## src/rtl/i2c_lt_pkg.sv

```systemverilog
package i2c_lt_pkg;

    typedef enum logic [2:0] {
        LT_IDLE,
        LT_HOLD,
        LT_SETUP,
        LT_RELEASE,
        LT_HIGH,
        LT_PARK
    } lt_state_e;

    localparam int MON_W     = 4;
    localparam int MON_SCL   = 0;
    localparam int MON_SDA   = 1;
    localparam int MON_FSCL  = 2;
    localparam int MON_FSDA  = 3;
    localparam int NUM_LINES = 2;
    localparam int LINE_SCL  = 0;
    localparam int LINE_SDA  = 1;

endpackage

```

## src/rtl/i2c_lt_deglitch.sv

```systemverilog
module i2c_lt_deglitch #(
    parameter int   FLT_W   = 6,
    parameter logic RST_LVL = 1'b1
) (
    input  logic             clk,
    input  logic             rst_n,
    input  logic             raw,
    input  logic [FLT_W-1:0] len,
    output logic             filt
);
    // Counts consecutive edges on which the raw level differs from filt.
    logic [FLT_W-1:0] run;

    always_ff @(posedge clk or negedge rst_n) begin
        if (!rst_n) begin
            filt <= RST_LVL;
            run  <= '0;
        end else if (raw == filt) begin
            run <= '0;
        end else if (run >= len) begin
            filt <= raw;
            run  <= '0;
        end else begin
            run <= run + 1'b1;
        end
    end
endmodule

```

## src/rtl/i2c_lt_busmon.sv

```systemverilog
module i2c_lt_busmon
    import i2c_lt_pkg::*;
(
    input  logic             clk,
    input  logic             rst_n,
    input  logic             wr,
    input  logic [MON_W-1:0] wdata,
    input  logic             scl_f,
    input  logic             sda_f,
    output logic             ovr_scl,
    output logic             ovr_sda,
    output logic [MON_W-1:0] rdata
);
    always_ff @(posedge clk or negedge rst_n) begin
        if (!rst_n) begin
            ovr_scl <= 1'b0;
            ovr_sda <= 1'b0;
        end else if (wr) begin
            ovr_scl <= wdata[MON_FSCL];
            ovr_sda <= wdata[MON_FSDA];
        end
    end

    always_comb begin
        rdata           = '0;
        rdata[MON_SCL]  = scl_f;
        rdata[MON_SDA]  = sda_f;
        rdata[MON_FSCL] = ovr_scl;
        rdata[MON_FSDA] = ovr_sda;
    end
endmodule

```

## src/rtl/i2c_lt_seq.sv

```systemverilog
module i2c_lt_seq
    import i2c_lt_pkg::*;
#(
    parameter int CNT_W = 10
) (
    input  logic             clk,
    input  logic             rst_n,
    input  logic [CNT_W-1:0] cfg_high,
    input  logic [CNT_W-1:0] cfg_low,
    input  logic [CNT_W-1:0] cfg_setup,
    input  logic [CNT_W-1:0] cfg_hold,
    input  logic             scl_f,
    input  logic             sda_f,
    input  logic             bit_req,
    input  logic             bit_val,
    input  logic             bit_last,
    output logic             scl_drv,
    output logic             sda_drv,
    output logic             busy,
    output logic             chg_stb,
    output logic             smp_stb,
    output logic             rd_bit,
    output logic             done,
    output logic             stretch
);
    localparam int EXT_W = CNT_W + 1;

    lt_state_e        st, st_nx;
    logic [CNT_W-1:0] cnt_ph;
    logic [CNT_W-1:0] cnt_low;
    logic             bv_q, bl_q;
    logic [EXT_W-1:0] ph_p1, low_p1;
    logic             hold_met, setup_met, high_met, accept;

    assign ph_p1     = {1'b0, cnt_ph} + 1'b1;
    assign low_p1    = {1'b0, cnt_low} + 1'b1;
    assign hold_met  = !scl_f && (ph_p1 >= {1'b0, cfg_hold});
    assign setup_met = (ph_p1 >= {1'b0, cfg_setup}) && (low_p1 >= {1'b0, cfg_low});
    assign high_met  = ph_p1 >= {1'b0, cfg_high};
    assign accept    = bit_req && (st == LT_IDLE || st == LT_PARK);

    // Next-state decision
    always_comb begin
        st_nx = st;
        unique case (st)
            LT_IDLE:    if (bit_req)   st_nx = LT_HOLD;
            LT_PARK:    if (bit_req)   st_nx = LT_HOLD;
            LT_HOLD:    if (hold_met)  st_nx = LT_SETUP;
            LT_SETUP:   if (setup_met) st_nx = LT_RELEASE;
            LT_RELEASE: if (scl_f)     st_nx = LT_HIGH;
            LT_HIGH:    if (high_met)  st_nx = bl_q ? LT_IDLE : LT_PARK;
            default:                   st_nx = LT_IDLE;
        endcase
    end

    // State register, phase counters and latched request
    always_ff @(posedge clk or negedge rst_n) begin
        if (!rst_n) begin
            st      <= LT_IDLE;
            cnt_ph  <= '0;
            cnt_low <= '0;
            bv_q    <= 1'b1;
            bl_q    <= 1'b1;
        end else begin
            st <= st_nx;
            if (st_nx != st)
                cnt_ph <= '0;
            else if (st == LT_HOLD && scl_f)
                cnt_ph <= cnt_ph;
            else if (cnt_ph != {CNT_W{1'b1}})
                cnt_ph <= cnt_ph + 1'b1;

            if (st_nx == LT_HOLD && st != LT_HOLD)
                cnt_low <= '0;
            else if ((st == LT_HOLD || st == LT_SETUP) && cnt_low != {CNT_W{1'b1}})
                cnt_low <= cnt_low + 1'b1;

            if (accept) begin
                bv_q <= bit_val;
                bl_q <= bit_last;
            end
        end
    end

    // Registered outputs, aligned with the state they belong to
    always_ff @(posedge clk or negedge rst_n) begin
        if (!rst_n) begin
            scl_drv <= 1'b0;
            sda_drv <= 1'b0;
            busy    <= 1'b0;
            chg_stb <= 1'b0;
            smp_stb <= 1'b0;
            rd_bit  <= 1'b1;
            done    <= 1'b0;
            stretch <= 1'b0;
        end else begin
            scl_drv <= (st_nx == LT_HOLD) || (st_nx == LT_SETUP) || (st_nx == LT_PARK);
            busy    <= !((st_nx == LT_IDLE) || (st_nx == LT_PARK));
            chg_stb <= (st == LT_HOLD) && (st_nx == LT_SETUP);
            smp_stb <= (st == LT_RELEASE) && (st_nx == LT_HIGH);
            done    <= (st == LT_HIGH) && (st_nx != LT_HIGH);
            stretch <= (st_nx == LT_RELEASE);
            if (st_nx == LT_IDLE)
                sda_drv <= 1'b0;
            else if (st == LT_HOLD && st_nx == LT_SETUP)
                sda_drv <= ~bv_q;
            if (st == LT_RELEASE && st_nx == LT_HIGH)
                rd_bit <= sda_f;
        end
    end
endmodule

```

## src/rtl/i2c_line_timer.sv

```systemverilog
module i2c_line_timer
    import i2c_lt_pkg::*;
#(
    parameter int CNT_W = 10,
    parameter int FLT_W = 6
) (
    input  logic             clk,
    input  logic             rst_n,
    input  logic [CNT_W-1:0] cfg_scl_high,
    input  logic [CNT_W-1:0] cfg_scl_low,
    input  logic [CNT_W-1:0] cfg_sda_setup,
    input  logic [CNT_W-1:0] cfg_sda_hold,
    input  logic [FLT_W-1:0] cfg_spike,
    input  logic             scl_in,
    input  logic             sda_in,
    input  logic             bit_req,
    input  logic             bit_val,
    input  logic             bit_last,
    input  logic             mon_wr,
    input  logic [3:0]       mon_wdata,
    output logic             scl_oe,
    output logic             sda_oe,
    output logic             scl_filt,
    output logic             sda_filt,
    output logic             busy,
    output logic             sda_chg_stb,
    output logic             sample_stb,
    output logic             rd_bit,
    output logic             bit_done,
    output logic             stretch,
    output logic [3:0]       mon_rdata
);
    logic [NUM_LINES-1:0] raw_v, filt_v;
    logic                 scl_drv, sda_drv, ovr_scl, ovr_sda;

    assign raw_v[LINE_SCL] = scl_in;
    assign raw_v[LINE_SDA] = sda_in;

    for (genvar i = 0; i < NUM_LINES; i++) begin : g_line
        i2c_lt_deglitch #(.FLT_W(FLT_W), .RST_LVL(1'b1)) u_dg (
            .clk  (clk),
            .rst_n(rst_n),
            .raw  (raw_v[i]),
            .len  (cfg_spike),
            .filt (filt_v[i])
        );
    end

    assign scl_filt = filt_v[LINE_SCL];
    assign sda_filt = filt_v[LINE_SDA];

    i2c_lt_seq #(.CNT_W(CNT_W)) u_seq (
        .clk      (clk),
        .rst_n    (rst_n),
        .cfg_high (cfg_scl_high),
        .cfg_low  (cfg_scl_low),
        .cfg_setup(cfg_sda_setup),
        .cfg_hold (cfg_sda_hold),
        .scl_f    (scl_filt),
        .sda_f    (sda_filt),
        .bit_req  (bit_req),
        .bit_val  (bit_val),
        .bit_last (bit_last),
        .scl_drv  (scl_drv),
        .sda_drv  (sda_drv),
        .busy     (busy),
        .chg_stb  (sda_chg_stb),
        .smp_stb  (sample_stb),
        .rd_bit   (rd_bit),
        .done     (bit_done),
        .stretch  (stretch)
    );

    i2c_lt_busmon u_mon (
        .clk    (clk),
        .rst_n  (rst_n),
        .wr     (mon_wr),
        .wdata  (mon_wdata),
        .scl_f  (scl_filt),
        .sda_f  (sda_filt),
        .ovr_scl(ovr_scl),
        .ovr_sda(ovr_sda),
        .rdata  (mon_rdata)
    );

    assign scl_oe = scl_drv | ovr_scl;
    assign sda_oe = sda_drv | ovr_sda;
endmodule

```

## config.mk

```make
export PLATFORM = sky130hd
export DESIGN_NAME = i2c_line_timer
export DESIGN_NICKNAME = d
export VERILOG_FILES = /design/src/rtl/i2c_lt_pkg.sv /design/src/rtl/i2c_lt_deglitch.sv /design/src/rtl/i2c_lt_busmon.sv /design/src/rtl/i2c_lt_seq.sv /design/src/rtl/i2c_line_timer.sv
export SDC_FILE = /design/constraint.sdc
export NUM_CORES = 1
export LEC_CHECK = 0
export BUFFER_PORTS_ARGS = -buffer_cell sky130_fd_sc_hd__buf_4
export CORE_MARGIN = 10
export CORE_UTILIZATION = 50
export DETAILED_ROUTE_END_ITERATION = 6
export PLACE_DENSITY = 0.82
export SYNTH_ARGS = -nofsm -noshare
export SYNTH_HDL_FRONTEND = slang
export SYNTH_SLANG_ARGS = --single-unit
```

## constraint.sdc

```tcl
create_clock -name clk -period 3.58 [get_ports clk]
set_clock_uncertainty 0.15 [all_clocks]
set_input_delay 0.358 -clock clk [delete_from_list [all_inputs] [get_ports clk]]
set_output_delay 0.358 -clock clk [all_outputs]
set_load 0.02 [all_outputs]
```

==> run metrics <==
DR WL/cell roughly 14 um; GR Util met2 between 20% and 30%; CTS tree yes; core area approximately 7300 um2; layout cell share with drive strength beyond 1 a little over a quarter; P_leak ~0.0025 uW; All-Layer GR Usage ~14%; nature of the critical path endpoint register; DRC Markers 2; #FFs+latches synth between 40 and 50; die area approximately 12000 um2; Power per Cell Area approximately 530 nW/um2; Final Hold Viols 0; sequential area share after synthesis about a third; Port Buffers between 60 and 70; total nets after synthesis 520; startpoint types register; internal reg-to-reg setup slack 0.10 ns; total number of vias slightly above 3000; initial antenna violation count 0; outcome finished, violations left; first-pass GRT wire length 14000 um; Synth cell types 52; syn avg cell area ~9.4 um2; Final min period between 3 and 4 ns; crit path DAT about 3.5 ns; hold path startpoint bit_last; critical path class register to register; post-route clock period utilization a little over nine tenths; drt pass-1 iters 7; r2r endpoint u_seq.done$_DFF_PN0_; ANT nets after route 0; Max Clk Rate around 290 MHz; Final Slew Violations 0; Clock Latency Late Sink approximately 0.3 ns; clk sinks between 40 and 50; Vias/cell approximately 5.2; Min Hold Slack 0.137 ns; cells after synthesis 406; DP HPWL roughly 6600 um; Max VDD drop roughly 0.00033 V; GR Layer Usage met3 roughly 3.2%; grt peak-use layer met2; post-synth top area share 28.9%; RSZ-0062 raised after global routing yes; ys async rst share 100%; Ys Warns 0; R2R depth 15; clk root buf clkbuf_8; Final setup viols 0; Die X about 110 um; CTS max path bufs 2; largest net degree at the start of global routing 50; io pins 72; layout filler cell count between 600 and 700; Post-Place Cells roughly 570; htree depth 2; crit-path max FO 11; hold depth 2; Non-Filler Instances just under 600; Max-slew headroom about a third; synthesized cell area approximately 3800 um2; final WL about 8400 um; met1 usage between 15 and 20%; NumNets Final about 600; end of the worst hold path u_seq.bl_q$_DFFE_PN1P_; Post-synth EDFFs 0; CTS clk-pin slew, worst paths 0.10 ns; routability cong. 0.847; synth-to-layout area growth 22.3%; Hold Crit Class primary input to register; initial cell density of the core about half; failing checks design-rule violations; die height 107 um; Yosys top cell by area dfrtp_1; num rows 31; most used flip-flop cell after synthesis dfrtp_1; grt ovf 0; ant diodes 0; Crit Reg-Reg Startpoint u_seq.cnt_ph[0]$_DFFE_PN0P_; Tightest Pin Transition slightly below 1 ns; CP required 3.63 ns; max-cap violations 0; Synth area leaders dfrtp_1 29%, ha_1 18%, xor2_1 7.1%; vias in the first global route about 3200; Num CTS Buffers 5; Initial DRC Count 98
-- timing repair --
action,in CTS,in global routing
gates resized for setup,1,17
pin swaps,0,8
setup endpoints to repair,9,16
hold endpoints to repair,44,0
hold buffers,1,0
setup buffers,0,4
gates cloned,0,1
-- critical path, stage by stage, from the launching register on --
cell      delay, ns
dfrtp_1        0.41
ha_4           0.16
and3_1         0.18
nand3_1        0.11
inv_1          0.10
nand3_1        0.14
xnor2_2        0.24
buf_4          0.17
ha_1           0.23
a21o_1         0.16
a21oi_1        0.17
nand4b_1       0.20
o21a_1         0.27
buf_4          0.14
or2_4          0.30
o211a_1        0.24
-- how the worst max path moves through the flow --
stage / from / slack (ns) / to / cells after the start
2_1_floorplan: u_seq.cnt_low[0]$_DFFE_PN0P_ / 0.19 / u_seq.cnt_ph[0]$_DFFE_PN0P_ / 15
3_3_place_gp: u_seq.cnt_low[1]$_DFFE_PN0P_ / 0.06 / u_seq.done$_DFF_PN0_ / 13
3_5_place_dp: u_seq.cnt_low[1]$_DFFE_PN0P_ / 0.002 / u_seq.done$_DFF_PN0_ / 13
4_1_cts: u_seq.cnt_ph[0]$_DFFE_PN0P_ / 0.04 / u_seq.cnt_ph[5]$_DFFE_PN0P_ / 13
5_1_grt: u_seq.cnt_ph[0]$_DFFE_PN0P_ / -0.09 / u_seq.busy$_DFF_PN0_ / 15
6_report: u_seq.cnt_ph[0]$_DFFE_PN0P_ / 0.10 / u_seq.done$_DFF_PN0_ / 15
-- where the power goes --
group | total (uW) | internal (uW) | switching, uW | leakage, uW
clock | 335 | 143 | 192 | 0.0000452
combinational | 1240 | 601 | 642 | 0.00185
sequential | 868 | 707 | 162 | 0.000634
total | 2450 | 1450 | 996 | 0.00253
-- per-layer routing --
| layer | vias up | share of wire (%) |
|---|---|---|
| li1 | 1542 | - |
| met1 | 1436 | 43 |
| met2 | 59 | 52 |
| met3 | 10 | 4.1 |
| met4 | 0 | 0.92 |
| met5 | - | 0 |
-- Yosys cell counts (all sizes together) (11+ instances only) --
library cell,number
a21oi,17
ha,56
nor2,33
nor3,13
nand3,13
dfrtp,44
nand2,21
xnor2,14
xor2,31
inv,55
o21ai,11
-- final cells by class --
| cell class | count | area, um2 | area share [%] |
|---|---|---|---|
| sequential | 49 | 1230 | 26.5 |
| multi-input combinational | 292 | 2380 | 51.2 |
| inverter | 55 | 206 | 4.43 |
| clock buffer | 5 | 68.8 | 1.48 |
| timing repair buffer | 82 | 618 | 13.3 |
| tap | 99 | 124 | 2.66 |
| clock inverter | 3 | 25.0 | 0.537 |
-- per-stage QoR --
stage / total power, uW / instance area [um2] / utilization, % / setup WS [ns] / setup TNS, ns
floorplan: 1710 / 3810 / - / 0.190 / 0
global placement: 1990 / 4440 / 60.5 / 0.0590 / 0
detailed placement: 2050 / 4440 / 60.5 / 0.00212 / 0
CTS: 2400 / 4540 / 62.0 / 0.0450 / 0
global route: 2670 / 4660 / 63.5 / -0.0913 / -0.761
finish: 2450 / 4660 / 63.5 / 0.102 / 0
-- cell families after synthesis --
logic type                 after synthesis  share of synthesized area [%]
AOI/OAI and AO/OA                       65                           13.5
muxes                                   10                           2.86
DFF                                     49                           32.4
buffers and inverters                   66                           7.36
xor gates and xnor gates                45                           10.3
adders and majority gates               56                           18.4
and+or+nand+nor                        115                           15.1
-- state kept, by name, indices dropped and copies added, names as in the netlist --
register,flops
u_seq.bl_q,1
u_seq.rd_bit,1
u_seq.busy,1
u_seq.smp_stb,1
u_seq.st,3
u_mon.ovr_sda,1
u_seq.scl_drv,1
u_mon.ovr_scl,1
g_line.u_dg.filt,2
u_seq.cnt_low,10
u_seq.cnt_ph,10
g_line.u_dg.run,12
u_seq.stretch,1
u_seq.done,1
u_seq.bv_q,1
u_seq.sda_drv,1
u_seq.chg_stb,1
-- cells in the final DEF (no fill, tap or decap), types with 4 or more instances in the layout --
cell,instances
and3_1,4
dfstp_2,5
clkbuf_8,5
ha_1,54
xnor2_1,12
nor2_1,32
a211oi_1,5
xor2_1,30
nor2b_1,6
mux2_2,7
dfrtp_1,44
a21oi_1,15
nand3_1,13
nand2b_1,8
a21o_1,9
inv_1,55
nand2_1,21
o21ai_0,9
nor3_1,10
buf_4,81
Power figures use the tool's default switching activity.
